==> src/rtl/serial_audio_rx_pkg.sv <==
package serial_audio_rx_pkg;
  localparam int SAMPLE_W = 24;
  localparam int SLOT_IDX_W = 5;

  typedef enum logic [1:0] {
    FMT_LEFTJ = 2'd0,
    FMT_I2S   = 2'd1,
    FMT_RJ16  = 2'd2,
    FMT_RJ24  = 2'd3
  } fmt_e;

  typedef struct packed {
    logic                  bitStb;
    logic                  halfStart;
    logic                  slotWrite;
    logic [SLOT_IDX_W-1:0] slotPos;
    logic                  wordDone;
    logic                  doneIsLeft;
  } rx_strobe_t;
endpackage

==> src/rtl/serial_audio_rx_ctrl.sv <==
module serial_audio_rx_ctrl
  import serial_audio_rx_pkg::*;
#(
  parameter int DATA_W = SAMPLE_W,
  parameter int SYNC_N = 2
) (
  input  logic       clk,
  input  logic       rst,
  input  fmt_e       fmt,
  input  logic       sclkIn,
  input  logic       lrIn,
  input  logic       sdIn,
  output logic       dataBit,
  output rx_strobe_t stb
);
  localparam logic [SLOT_IDX_W-1:0] IDX_MAX = '1;
  localparam logic [SLOT_IDX_W-1:0] DATA_LAST = SLOT_IDX_W'(DATA_W - 1);
  localparam logic [SLOT_IDX_W-1:0] DATA_CNT = SLOT_IDX_W'(DATA_W);

  logic [SYNC_N:0]   sclkSync;
  logic [SYNC_N-1:0] lrSync;
  logic [SYNC_N-1:0] sdSync;

  always_ff @(posedge clk) begin
    if (rst) begin
      sclkSync <= '0;
      lrSync   <= '0;
      sdSync   <= '0;
    end else begin
      sclkSync <= {sclkSync[SYNC_N-1:0], sclkIn};
      lrSync   <= {lrSync[SYNC_N-2:0], lrIn};
      sdSync   <= {sdSync[SYNC_N-2:0], sdIn};
    end
  end

  logic lrNow;
  logic riseNow;
  assign lrNow   = lrSync[SYNC_N-1];
  assign dataBit = sdSync[SYNC_N-1];
  assign riseNow = sclkSync[SYNC_N-1] & ~sclkSync[SYNC_N];

  logic                  primed;
  logic                  prevLr;
  logic                  inHalf;
  logic [SLOT_IDX_W-1:0] bitIdx;
  logic [SLOT_IDX_W-1:0] idxNow;
  logic                  edgeNow;
  logic                  isI2s;

  always_comb begin
    isI2s   = (fmt == FMT_I2S);
    edgeNow = riseNow && primed && (lrNow != prevLr);
    if (edgeNow)               idxNow = '0;
    else if (bitIdx == IDX_MAX) idxNow = IDX_MAX;
    else                        idxNow = bitIdx + 1'b1;

    stb.bitStb     = riseNow;
    stb.halfStart  = edgeNow;
    stb.wordDone   = edgeNow && inHalf;
    stb.doneIsLeft = isI2s ? ~prevLr : prevLr;
    stb.slotPos    = isI2s ? idxNow - 1'b1 : idxNow;
    if (isI2s)
      stb.slotWrite = riseNow && (edgeNow || inHalf) && (idxNow != '0) && (idxNow <= DATA_CNT);
    else
      stb.slotWrite = riseNow && (edgeNow || inHalf) && (idxNow <= DATA_LAST);
  end

  always_ff @(posedge clk) begin
    if (rst) begin
      primed <= 1'b0;
      prevLr <= 1'b0;
      inHalf <= 1'b0;
      bitIdx <= '0;
    end else if (riseNow) begin
      primed <= 1'b1;
      prevLr <= lrNow;
      bitIdx <= idxNow;
      if (edgeNow) inHalf <= 1'b1;
    end
  end

  // the slot counter saturates, so a long half never wraps into new data slots
  a_r8_idx_saturates: assert property (@(posedge clk) disable iff (rst)
    (riseNow && !edgeNow && bitIdx == IDX_MAX) |=> (bitIdx == IDX_MAX));

  // no word completes before a frame clock change has started a half
  a_r7_first_half_dropped: assert property (@(posedge clk) disable iff (rst)
    (stb.wordDone) |-> (inHalf && primed));
endmodule

==> src/rtl/serial_audio_rx_datapath.sv <==
module serial_audio_rx_datapath
  import serial_audio_rx_pkg::*;
#(
  parameter int DATA_W  = SAMPLE_W,
  parameter int SHORT_W = 16
) (
  input  logic              clk,
  input  logic              rst,
  input  fmt_e              fmt,
  input  logic              dataBit,
  input  rx_strobe_t        stb,
  output logic              pairValid,
  output logic [DATA_W-1:0] leftData,
  output logic [DATA_W-1:0] rightData
);
  localparam int EXT_W = DATA_W - SHORT_W;

  logic [DATA_W-1:0] winReg;
  logic [DATA_W-1:0] winNext;
  logic [DATA_W-1:0] tailReg;
  logic [DATA_W-1:0] leftHold;
  logic              haveLeft;
  logic [DATA_W-1:0] doneWord;

  always_comb begin
    winNext = stb.halfStart ? '0 : winReg;
    if (stb.slotWrite)
      winNext[DATA_W-1-int'(stb.slotPos)] = dataBit;
  end

  always_comb begin
    case (fmt)
      FMT_RJ24: doneWord = tailReg;
      FMT_RJ16: doneWord = {{EXT_W{tailReg[SHORT_W-1]}}, tailReg[SHORT_W-1:0]};
      default:  doneWord = winReg;
    endcase
  end

  always_ff @(posedge clk) begin
    if (rst) begin
      winReg    <= '0;
      tailReg   <= '0;
      leftHold  <= '0;
      haveLeft  <= 1'b0;
      pairValid <= 1'b0;
      leftData  <= '0;
      rightData <= '0;
    end else begin
      pairValid <= 1'b0;
      if (stb.bitStb) begin
        winReg  <= winNext;
        tailReg <= {tailReg[DATA_W-2:0], dataBit};
      end
      if (stb.wordDone) begin
        if (stb.doneIsLeft) begin
          leftHold <= doneWord;
          haveLeft <= 1'b1;
        end else begin
          haveLeft <= 1'b0;
          if (haveLeft) begin
            leftData  <= leftHold;
            rightData <= doneWord;
            pairValid <= 1'b1;
          end
        end
      end
    end
  end

  a_r1_reset_quiet: assert property (@(posedge clk) rst |=> (!pairValid && leftData == '0));

  a_r6_pair_released: assert property (@(posedge clk) disable iff (rst)
    (stb.wordDone && !stb.doneIsLeft && haveLeft) |=> pairValid);

  a_r6_lone_right_dropped: assert property (@(posedge clk) disable iff (rst)
    (stb.wordDone && !stb.doneIsLeft && !haveLeft) |=> !pairValid);

  a_r9_single_pulse: assert property (@(posedge clk) disable iff (rst)
    pairValid |=> !pairValid);

  a_r9_hold_between: assert property (@(posedge clk) disable iff (rst)
    !pairValid |-> ($stable(leftData) && $stable(rightData)));
endmodule

==> src/rtl/serial_audio_rx.sv <==
module serial_audio_rx
  import serial_audio_rx_pkg::*;
#(
  parameter int DATA_W  = SAMPLE_W,
  parameter int SHORT_W = 16,
  parameter int SYNC_N  = 2
) (
  input  logic              clk,
  input  logic              rst,
  input  logic [1:0]        fmtSel,
  input  logic              sclkIn,
  input  logic              lrIn,
  input  logic              sdIn,
  output logic              pairValid,
  output logic [DATA_W-1:0] leftData,
  output logic [DATA_W-1:0] rightData
);
  fmt_e       fmt;
  logic       dataBit;
  rx_strobe_t stb;

  assign fmt = fmt_e'(fmtSel);

  serial_audio_rx_ctrl #(.DATA_W(DATA_W), .SYNC_N(SYNC_N)) u_ctrl (
    .clk(clk), .rst(rst), .fmt(fmt),
    .sclkIn(sclkIn), .lrIn(lrIn), .sdIn(sdIn),
    .dataBit(dataBit), .stb(stb)
  );

  serial_audio_rx_datapath #(.DATA_W(DATA_W), .SHORT_W(SHORT_W)) u_dp (
    .clk(clk), .rst(rst), .fmt(fmt),
    .dataBit(dataBit), .stb(stb),
    .pairValid(pairValid), .leftData(leftData), .rightData(rightData)
  );
endmodule

==> config.mk <==
export PLATFORM = sky130hd
export DESIGN_NAME = serial_audio_rx
export DESIGN_NICKNAME = d
export VERILOG_FILES = /design/src/rtl/serial_audio_rx_pkg.sv /design/src/rtl/serial_audio_rx_ctrl.sv /design/src/rtl/serial_audio_rx_datapath.sv /design/src/rtl/serial_audio_rx.sv
export SDC_FILE = /design/constraint.sdc
export NUM_CORES = 1
export LEC_CHECK = 0
export BUFFER_PORTS_ARGS = -buffer_cell sky130_fd_sc_hd__buf_2
export CORE_MARGIN = 2
export CORE_UTILIZATION = 30
export CTS_CLUSTER_SIZE = 28
export DETAILED_ROUTE_END_ITERATION = 10
export HOLD_SLACK_MARGIN = 0.12
export PLACE_DENSITY = 0.55
export SYNTH_ARGS = -nofsm -noshare
export SYNTH_HDL_FRONTEND = slang
export SYNTH_SLANG_ARGS = --single-unit
export TNS_END_PERCENT = 5
==> constraint.sdc <==
create_clock -name clk -period 3.6 [get_ports clk]
set_input_delay 0.72 -clock clk [delete_from_list [all_inputs] [get_ports clk]]
set_output_delay 0.72 -clock clk [all_outputs]
set_load 0.01 [all_outputs]
# After elaboration in Yosys (flattened, before gate mapping)
# Index checks and enable logic that the tools add are counted.
# Widths: inputs -> output; s select.
dict set report totals {
  word_cells 58
  latch_bits 0
  ram_bits 0
  mem_count 0
  input_bits 7
  regBits 137
  out_inout_bits 49
  romBits 0
}
dict set report op_classes {
  n_div 0
  mul 0
  reduce_logical 14
  shift 0
  n_mux 13
  addsub 3
  bitwise_logic 5
  n_eq_ne 5
  n_lt_le_gt_ge 4
}
# operator count
set op_table {}
lappend op_table {{$mux 24} 2}
lappend op_table {{$pmux 24 s2} 1}
lappend op_table {{$ge 32x1->1 const B} 1}
lappend op_table {{$lt 32x7->1 const B} 1}
lappend op_table {{$bwmux 24} 1}
lappend op_table {{$mux 5} 3}
lappend op_table {{$le 5x5->1 const B} 2}
lappend op_table {{$logic_and 1x1->1} 8}
lappend op_table {{$sub 5x5->6 const A} 1}
lappend op_table {{$add 5x1->5 const B} 1}
lappend op_table {{$demux 1 s5} 1}
lappend op_table {{$eq 5x5->1 const B} 1}
lappend op_table {{$mux 1} 5}
lappend op_table {{$reduce_bool 5->1} 1}
lappend op_table {{$sub 5x1->5 const B} 1}
lappend op_table {{$eq 2x2->1 const B} 2}
lappend op_table {{$not 1->1} 4}
lappend op_table {{$reduce_and 2->1} 2}
lappend op_table {{$reduce_and 3->1} 1}
lappend op_table {{$reduce_or 3->1} 1}
lappend op_table {{$eq 2x1->1 const B} 1}
lappend op_table {{$and 1x1->1} 1}
lappend op_table {{$logic_or 1x1->1} 1}
lappend op_table {{$ne 1x1->1} 1}

# Longest topological paths before layout
# Gate-level depths: netlist (run 1).
dict set report depth {
  depth_word 14
  ltp_mapped 14
  ltp_nobuf 12
}

# Modules after synthesis
# From an unflattened synthesis (run 1), not the netlist that was laid out.
dict set report unflattened {
  hier_cells 631
  hier_area_um2 5715.5
}
# mod cells_each area_per_inst_um2 seq_area_each_um2 instances
set by_module_without_submodules {}
lappend by_module_without_submodules {serial_audio_rx_datapath 522 4858.4 2442.3 1}
lappend by_module_without_submodules {serial_audio_rx_ctrl 109 857.1 300.3 1}

# Worst setup path after synthesis (run 1)
# Ideal clock, no wire load.
dict set report synth_timing {
  path_type {register to register}
  from {reg u_ctrl.bitIdx[1]}
  to {reg u_dp.winReg[6]}
  path_slack_ns 0.799
  setup_ns 0.132
  stages_incl_launch_ff 15
  arrival_time_ns 2.668
  synth_period_minus_slack_ns 2.801
  required_ns 3.468
  n_path_buf 2
  path_cell_list {dfxtp_1 > ha_1 > nand4_1 > a32oi_1 > inv_1 > ha_1 > nand2_1 > a21oi_1 > o32a_1 > clkbuf_1 > inv_1 > ha_1 > clkbuf_1 > nand3_1 > mux2i_1}
}
dict set report synth_via {
  elab_chain_len 12
  word_cells_on_any_way 21
  cone_classes {3 x add/sub; 4 x order compare; 1 x eq/ne; 8 x mux; 5 x reduce/logical}
}
# element line_no
set synth_rtl {}
lappend synth_rtl {{from (decl)} serial_audio_rx_ctrl.sv:45} ;# logic [SLOT_IDX_W-1:0] bitIdx;
lappend synth_rtl {{from (signal assigned)} serial_audio_rx_ctrl.sv:77} ;# bitIdx <= idxNow;
lappend synth_rtl {{$add 5x1->5 or $eq 5x5->1 (tied branches)} {serial_audio_rx_ctrl.sv:55, serial_audio_rx_ctrl.sv:54}}
lappend synth_rtl {{$mux 5 *} serial_audio_rx_ctrl.sv:54} ;# else if (bitIdx == IDX_MAX) idxNow = IDX_MAX;
lappend synth_rtl {{$mux 5 *} serial_audio_rx_ctrl.sv:53} ;# if (edgeNow) idxNow = '0;
lappend synth_rtl {{$sub 5x1->5} serial_audio_rx_ctrl.sv:61} ;# stb.slotPos = isI2s ? idxNow - 1'b1 : idxNow;
lappend synth_rtl {{$mux 5} serial_audio_rx_ctrl.sv:61}
lappend synth_rtl {{$sub 5x5->6} serial_audio_rx_datapath.sv:28} ;# winNext[DATA_W-1-int'(stb.slotPos)] = dataBit;
lappend synth_rtl {{$ge 32x1->1 (not written as such) or $lt 32x7->1 (tied branches)} serial_audio_rx_datapath.sv:28}
lappend synth_rtl {{$logic_and 1x1->1 (not written as such)} serial_audio_rx_datapath.sv:28}
lappend synth_rtl {{$mux 1 (not written as such)} serial_audio_rx_datapath.sv:28}
lappend synth_rtl {{$demux 1 s5} -}
lappend synth_rtl {{$bwmux 24} serial_audio_rx_datapath.sv:28}
lappend synth_rtl {{$mux 24 *} serial_audio_rx_datapath.sv:27} ;# if (stb.slotWrite)
lappend synth_rtl {{to (signal assigned)} serial_audio_rx_datapath.sv:51} ;# winReg <= winNext;
lappend synth_rtl {{to (decl)} serial_audio_rx_datapath.sv:18} ;# logic [DATA_W-1:0] winReg;
# Mark *: on every way between the ends. The rest lies on a longest branch, timed or not.
# A chain may end at the register's enable or synchronous reset.

# Worst setup path in the final report (run 1)
dict set report layout_timing {
  from {reg u_ctrl.bitIdx[0]}
  to {reg u_dp.winReg[13]}
}
# The elaborated chain is that of the path after synthesis.

==> results of run 1 <==
==> cells in the mapped netlist, types with 2 or more instances <==
| cell | n | area share |
|---|---|---|
| sky130_fd_sc_hd__nand2_1 | 153 | 0.10 |
| sky130_fd_sc_hd__dfxtp_1 | 137 | 0.48 |
| sky130_fd_sc_hd__a21oi_1 | 85 | 0.075 |
| sky130_fd_sc_hd__nor2_1 | 63 | 0.042 |
| sky130_fd_sc_hd__mux2i_1 | 48 | 0.084 |
| sky130_fd_sc_hd__clkbuf_1 | 35 | 0.023 |
| sky130_fd_sc_hd__a211oi_1 | 32 | 0.042 |
| sky130_fd_sc_hd__nand3_1 | 26 | 0.023 |
| sky130_fd_sc_hd__buf_2 | 9 | 0.0079 |
| sky130_fd_sc_hd__nor2b_1 | 9 | 0.0099 |
| sky130_fd_sc_hd__buf_6 | 6 | 0.012 |
| sky130_fd_sc_hd__ha_1 | 5 | 0.011 |
| sky130_fd_sc_hd__inv_1 | 5 | 0.0033 |
| sky130_fd_sc_hd__nand2b_1 | 4 | 0.0044 |
| sky130_fd_sc_hd__nand4_1 | 4 | 0.0044 |
| sky130_fd_sc_hd__nor3_1 | 4 | 0.0035 |
| sky130_fd_sc_hd__nor4_1 | 4 | 0.0044 |
| sky130_fd_sc_hd__o21ai_0 | 4 | 0.0035 |
| sky130_fd_sc_hd__a31oi_1 | 3 | 0.0033 |
| sky130_fd_sc_hd__buf_4 | 3 | 0.0040 |
| sky130_fd_sc_hd__xnor2_1 | 3 | 0.0046 |
| sky130_fd_sc_hd__a21o_1 | 2 | 0.0026 |
| sky130_fd_sc_hd__and2_1 | 2 | 0.0022 |
| sky130_fd_sc_hd__nand3_2 | 2 | 0.0035 |
| sky130_fd_sc_hd__nor4_2 | 2 | 0.0044 |
| sky130_fd_sc_hd__o21ai_1 | 2 | 0.0018 |
==> sequential cells by signal (all words and copies together), names as in the netlist <==
name and count:
u_dp.haveLeft 1, u_ctrl.prevLr 1, u_dp.tailReg 24, u_ctrl.lrSync 2, u_ctrl.sdSync 2, u_dp.leftData 24, u_ctrl.sclkSync 3, u_ctrl.inHalf 1
u_dp.rightData 24, u_ctrl.bitIdx 5, u_dp.pairValid 1, u_ctrl.primed 1, u_dp.winReg 24, u_dp.leftHold 24
==> final cells by class <==
type,instances,area [sq um],share of cell area
clock buffers,18,429,0.0637
clock inverters,12,201,0.0299
inverters,5,18.8,0.00278
multi-input cells,479,2670,0.396
flip-flops and latches,137,2740,0.407
well taps,234,293,0.0434
repair buffers,66,385,0.0572
==> logic make-up (layout without fill, tap and decap cells) <==
logic type,after synthesis,after routing,share of synthesized area
multiplexers,48,48,0.0845
XOR/XNOR,5,5,0.00902
AND/OR/NAND/NOR,283,283,0.217
buffers and inverters,59,101,0.0508
adder cells (fa/ha/maj),5,5,0.0110
flip-flops,137,137,0.482
AO/OA/AOI/OAI,138,138,0.146
==> power breakdown <==
| part | internal (W) | leakage [nW] | switching [W] | total [W] |
|---|---|---|---|---|
| clock | 0.00122 | 0.302 | 0.000643 | 0.00186 |
| sequential | 0.00152 | 1.10 | 0.00000499 | 0.00153 |
| combinational | 0.0000285 | 1.13 | 0.0000735 | 0.000102 |
| total | 0.00277 | 2.54 | 0.000721 | 0.00349 |
==> metrics by stage <==
step | util | hold WS [ns]
floorplan | - | 0.414
global placement | 0.327 | 0.421
detailed placement | 0.327 | 0.427
CTS | 0.361 | 0.440
global route | 0.362 | 0.466
finish | 0.362 | 0.434
==> what timing repair did <==
action / in CTS / in global routing
endpoints found under the setup margin: 0 / 15
gates resized for setup: 0 / 2
buffers inserted: 0 / 0
==> per-layer routing <==
layer  part of all wire  GRT usage  vias to the layer above
met3              0.031     0.0277                       18
met1               0.50      0.180                     2068
met2               0.45      0.207                       83
met4              0.018     0.0542                        0
li1                   -          -                     2361
met5                  0          0                        -
==> worst max path at each step <==
stage | from | end | slack [ns]
finish | u_ctrl.bitIdx[0]$_SDFFE_PP0N_ | u_dp.winReg[13]$_SDFFE_PP0N_ | 0.31
global route | u_ctrl.bitIdx[0]$_SDFFE_PP0N_ | u_dp.winReg[1]$_SDFFE_PP0N_ | 0.005
CTS | u_ctrl.bitIdx[0]$_SDFFE_PP0N_ | u_dp.winReg[13]$_SDFFE_PP0N_ | 0.28
detailed placement | u_ctrl.bitIdx[0]$_SDFFE_PP0N_ | u_dp.winReg[6]$_SDFFE_PP0N_ | 0.29
global placement | u_ctrl.bitIdx[0]$_SDFFE_PP0N_ | u_dp.winReg[6]$_SDFFE_PP0N_ | 0.39
floorplan | u_ctrl.bitIdx[1]$_SDFFE_PP0N_ | u_dp.winReg[6]$_SDFFE_PP0N_ | 0.80
==> impl_summary.txt, run 1 <==
----------------------------------------------------
[Synth]
  Number of enable-type register cells in the synthesized netlist ... 0
  Post-synthesis cell count ... 675
  Area of the mapped netlist ... 0.00569 sq mm
  Net count after synthesis ... 687
  FFs w/ async S/R, synth ... 0
  Top FF cell, synth ... sky130_fd_sc_hd__dfxtp_1
  Distinct cell type count of the synthesized netlist ... 49
  Mean area per synthesized cell ... 8.43 sq um
  Yosys warns ... 0
  Sequential element share of the synthesized area ... 0.482
  Number of synthesized register bits ... 137

[Detailed routing]
  Via count ... 4530
  First-pass iteration count of the detailed router ... 4
  Post-detailed-route DRC marker count ... 0
  Vias/cell ... 4.76
  Avg WL per Cell ... 13.4 um
  Final routed wirelength across all metal layers ... 12700 um
  Detailed Route Iter0 Violations ... 305
  Routed Antenna Nets ... 0

[Setup path]
  CP Launch Type ... flop
  Critical path buffers and inverters ... 1
  Data arrival time at the worst-slack endpoint ... 3.61 ns
  CP max FO ... 16
  Crit Path Category ... reg2reg
  Most frequent cell on the critical path ... sky130_fd_sc_hd__ha_1
  Required arrival time at the worst endpoint ... 3.92 ns
  Worst reg-to-reg path cell count ... 11
  Worst setup slack for register-to-register paths ... 0.31 ns
  Reg2Reg Capture Point ... u_dp.winReg[13]$_SDFFE_PP0N_
  Reg-to-reg startpoint ... u_ctrl.bitIdx[0]$_SDFFE_PP0N_
  Max stage delay cell, worst path ... sky130_fd_sc_hd__dfxtp_1
  Ordered list of cells on the worst path ... ha_1 > nand4_1 > a32oi_1 > inv_1 > ha_1 > nand2_1 > a21oi_1 > o32a_1 > or2_2 > nand3_1 > mux2i_1
  Largest stage delay on the critical path ... 0.54 ns
  Kind of capture point of the worst setup path ... flop
  Family with the most delay on the worst path ... simple AND/OR/NAND/NOR gates
  Number of gates on the worst path with buffers counted ... 11

[Die]
  Die Height ... 142 um
  Width of the chip ... 142 um
  Core area ... 0.0186 sq mm
  Number of top-level pins ... 56
  Number of rows in the core area ... 50
  Effective utilization at floorplan ... 0.305
  Die outline area ... 0.0201 sq mm

[GRT]
  Initial antenna violation count ... 0
  First-pass GRT wire length ... 21500 um
  Overall routing resource usage ... 0.133
  Maximum number of pins on one net before global-route repair ... 87
  Vias in the first global route ... 4235
  Sum of overflow across all layers after global routing ... 0

[Clock tree]
  Cell at the root of the clock tree ... sky130_fd_sc_hd__clkbuf_16
  CTS Hold Bufs ... 0
  Clk pin slew, worst setup/hold paths ... 0.06 ns
  Later-pin clock latency in the skew report ... 0.42 ns
  Number of buffers created by CTS ... 17
  Total clock sinks ... 137
  CTS Buffer Depth ... 2
  H-tree levels ... 4
  CTS tree ... built

[Worst hold path]
  Cells on Worst Hold Path ... 1
  Min-delay worst type ... reg2reg
  Endpoint of the worst hold path ... u_ctrl.lrSync[1]$_SDFF_PP0_
  Launch instance of the worst min-delay path ... u_ctrl.lrSync[0]$_SDFF_PP0_

[Finish]
  Summed area of non-filler cells in the final layout ... 0.00674 sq mm
  Final non-filler cell total ... 951
  Fraction of final layout cells sized beyond drive strength 1 ... 0.156
  Most frequent standard cell in the layout excluding fill and tap cells ... sky130_fd_sc_hd__nand2_1
  Fin nets ... 718
  Most used cells in the layout excluding fill and tap cells ... 153 x sky130_fd_sc_hd__nand2_1, 137 x sky130_fd_sc_hd__dfxtp_1, 85 x sky130_fd_sc_hd__a21oi_1, 63 x sky130_fd_sc_hd__nor2_1, 54 x sky130_fd_sc_hd__buf_2
  Layout fillers ... 1936
  Count of antenna diodes in the layout ... 0
  Area growth from synthesis to layout ... 18.5%

[Timing]
  Period Utilization, post-route ... 0.914
  Highest attainable clock frequency ... 0.304 GHz
  Hold violation total from the final report ... 0
  Setup repair after global routing missed its margin ... false
  Final setup viols ... 0
  Accumulated negative setup slack ... 0 ns
  Setup slack after layout ... 0.308 ns
  Slew headroom ... 0.407
  Worst Tran Pin Value ... 0.887 ns
  Clock Skews ... 0.00878 ns
  Clock period minus final worst setup slack ... 3.29 ns
  Max-slew violation count ... 0

[Placed design]
  Instance area at placement ... 0.00610 sq mm
  Number of buffers added on ports ... 55
  Worst setup timing slack at the placement stage ... 0.292 ns
  Routability cong. ... 0.832
  DP HPWL ... 8300 um
  Count of placed standard cells including taps ... 921

[Power]
  Leakage power total ... 2.54 nW
  Power density of the placed cells ... 518 mW/mm^2
  Worst vdd ir ... 0.241 mV
  Total power draw ... 0.00349 W

[Run status]
  Result of the run ... finished clean

[Flow run]
  Number of maximum-capacitance violations ... 0

----------------------------------------------------
Note: power is estimated with default switching activity, not from simulation.
==> run 2, diff against run 1 <==
==> constraint.sdc (replaced) <==
create_clock -name clk -period 3.5 [get_ports clk]
set_input_delay 0.7 -clock clk [delete_from_list [all_inputs] [get_ports clk]]
set_output_delay 0.7 -clock clk [all_outputs]
set_load 0.01 [all_outputs]
==> impl_summary.txt, run 2 (synthesis gave the netlist of run 1 again) <==
----------------------------------------------------
[Run status]
  Result of the run ... finished clean

[Power]
  Worst vdd ir ... 0.300 mV (+25%)
  Net switching power ... 0.000746 W (+3.4%)
  Sw frac ... 0.220 (+0.0129)
  Relative contribution of combinational cells to total power ... 0.031 (+0.002)
  Power density of the placed cells ... 509 mW/mm^2 (-1.7%)
  Sequential fraction of design power ... 0.462 (+0.025)
  Share of total power in the clock network ... 0.507 (-0.026)
  Total internal power ... 0.00265 W (-4.3%)
  Leakage power total ... 2.51 nW (-1.0%)

[Die]
  Core area ... 0.0186 sq mm (unchanged)
  Number of top-level pins ... 56 (unchanged)
  Effective utilization at floorplan ... 0.305 (unchanged)
  Die outline area ... 0.0201 sq mm (unchanged)
  Width of the chip ... 142 um (unchanged)
  Die Height ... 142 um (unchanged)
  Number of rows in the core area ... 50 (unchanged)

[Setup path]
  Largest stage delay on the critical path ... 0.48 ns (-0.06 ns)
  Critical path buffers and inverters ... 1 (unchanged)
  Kind of capture point of the worst setup path ... flop
  Required arrival time at the worst endpoint ... 3.83 ns (-0.09 ns)
  CP Launch Type ... flop
  Family with the most delay on the worst path ... simple AND/OR/NAND/NOR gates
  Max stage delay cell, worst path ... sky130_fd_sc_hd__or2_2
  Ordered list of cells on the worst path ... ha_1 > nand4_1 > a32oi_1 > inv_1 > ha_1 > nand2_1 > a21oi_1 > o32a_1 > or2_2 > nand3_1 > mux2i_1
  CP max FO ... 16 (unchanged)
  Reg-to-reg startpoint ... u_ctrl.bitIdx[1]$_SDFFE_PP0N_
  Most frequent cell on the critical path ... sky130_fd_sc_hd__ha_1
  Launch point of the critical path ... u_ctrl.bitIdx[1]$_SDFFE_PP0N_
  Crit Path Category ... reg2reg
  Data arrival time at the worst-slack endpoint ... 3.51 ns (-0.10 ns)

[Placed design]
  Routability cong. ... 0.839 (+0.74%)
  Instance area at placement ... 0.00610 sq mm (about the same)
  Count of placed standard cells including taps ... 924 (+0.33%)
  Number of buffers added on ports ... 55 (unchanged)
  DP HPWL ... 8570 um (+3.4%)

[Detailed routing]
  Vias/cell ... 4.82 (+1.1%)
  Via count ... 4600 (+1.5%)
  First-pass iteration count of the detailed router ... 5 (+1)
  Detailed Route Iter0 Violations ... 239 (-22%)
  Avg WL per Cell ... 13.5 um (+1.2%)
  Routed Antenna Nets ... 0 (unchanged)
  Post-detailed-route DRC marker count ... 0 (unchanged)
  Final routed wirelength across all metal layers ... 12900 um (+1.6%)

[Finish]
  Final non-filler cell total ... 955 (+0.42%)
  Most frequent standard cell in the layout excluding fill and tap cells ... sky130_fd_sc_hd__nand2_1
  Fin nets ... 721 (+0.42%)
  Most used cells in the layout excluding fill and tap cells ... 153 x sky130_fd_sc_hd__nand2_1, 136 x sky130_fd_sc_hd__dfxtp_1, 85 x sky130_fd_sc_hd__a21oi_1, 63 x sky130_fd_sc_hd__nor2_1, 54 x sky130_fd_sc_hd__buf_2
  Summed area of non-filler cells in the final layout ... 0.00667 sq mm (-1.0%)
  Area growth from synthesis to layout ... 17.3%
  Count of antenna diodes in the layout ... 0 (unchanged)
  Fraction of final layout cells sized beyond drive strength 1 ... 0.161 (+0.00468)
  Core occupancy in the finished layout ... 0.358 (-0.00362)

[Clock tree]
  Post-cts resize count ... 0 (unchanged)
  CTS tree ... built
  Post-CTS Setup Bufs ... 0 (unchanged)
  CTS Hold Bufs ... 0 (unchanged)
  CTS Buffer Depth ... 2 (unchanged)
  Number of buffers created by CTS ... 17 (unchanged)
  Total clock sinks ... 137 (unchanged)
  Later-pin clock latency in the skew report ... 0.43 ns (about the same)
  Clk pin slew, worst setup/hold paths ... 0.06 ns (about the same)
  H-tree levels ... 4 (unchanged)
  Cell at the root of the clock tree ... sky130_fd_sc_hd__clkbuf_16

[Timing]
  Clock period minus final worst setup slack ... 3.18 ns (-0.113 ns)
  Accumulated negative setup slack ... 0 ns (unchanged)
  Max-slew violation count ... 0 (unchanged)
  Setup repair after global routing missed its margin ... false
  Clock Skews ... 0.0166 ns (+0.00782 ns)
  Hold Slack ... 0.438 ns (+0.00351 ns)
  Period Utilization, post-route ... 0.908 (-0.00610)
  Slew headroom ... 0.419 (+0.0125)
  Highest attainable clock frequency ... 0.315 GHz (+3.5%)
  Final setup viols ... 0 (unchanged)
  Hold violation total from the final report ... 0 (unchanged)
  Worst Tran Pin Value ... 0.871 ns (-0.0160 ns)

[GRT]
  Overall routing resource usage ... 0.130 (-0.00300)
  Maximum number of pins on one net before global-route repair ... 82 (-5.7%)
  Initial antenna violation count ... 0 (unchanged)
  Sum of overflow across all layers after global routing ... 0 (unchanged)
  Vias in the first global route ... 4119 (-2.7%)
  First-pass GRT wire length ... 20900 um (-3.1%)

[Worst hold path]
  Launch instance of the worst min-delay path ... u_ctrl.lrSync[0]$_SDFF_PP0_
  Min-delay worst type ... reg2reg

[Flow run]
  Number of maximum-capacitance violations ... 0 (unchanged)

----------------------------------------------------
run 2: layer usage:
layer	vias to the layer above	global-route usage	share of wire
met2	97	0.201	0.45
met3	20	0.0341	0.036
met1	2109	0.169	0.48
met5	-	0	0
li1	2374	-	-
met4	0	0.0611	0.027
run 2: cell type report:
cell class | count | area, sq um
inverter | 5 | 18.8
fill | 1969 | 12000
sequential | 137 | 2740
multi-input combinational | 479 | 2670
timing repair buffer | 69 | 383
tap | 234 | 293
clock buffer | 19 | 443
clock inverter | 12 | 126
run 2: worst paths after layout:
kind,end,slack [ns],depth (start not counted)
setup / recovery,u_dp.winReg[10]$_SDFFE_PP0N_,0.32,11
hold / removal,u_ctrl.lrSync[1]$_SDFF_PP0_,0.44,1
setup reg to reg,u_dp.winReg[10]$_SDFFE_PP0N_,0.32,11
hold reg to reg,u_ctrl.lrSync[1]$_SDFF_PP0_,0.44,1
run 2: through the flow:
stage | setup WS [ns] | power, W
2_1_floorplan | 0.699 | 0.00168
3_3_place_gp | 0.309 | 0.00171
3_5_place_dp | 0.197 | 0.00171
4_1_cts | 0.174 | 0.00343
5_1_grt | 0.0795 | 0.00351
6_report | 0.321 | 0.00340
run 2: power groups by stage:
| stage | Clock (W) | Sequential, W | Combinational (W) |
|---|---|---|---|
| 3_3_place_gp | 0 | 0.00160 | 0.000106 |
| 6_report | 0.00172 | 0.00157 | 0.000105 |
| 3_5_place_dp | 0 | 0.00160 | 0.000106 |
| 4_1_cts | 0.00176 | 0.00157 | 0.000106 |
| 5_1_grt | 0.00182 | 0.00157 | 0.000116 |
| 2_1_floorplan | 0 | 0.00160 | 0.0000809 |
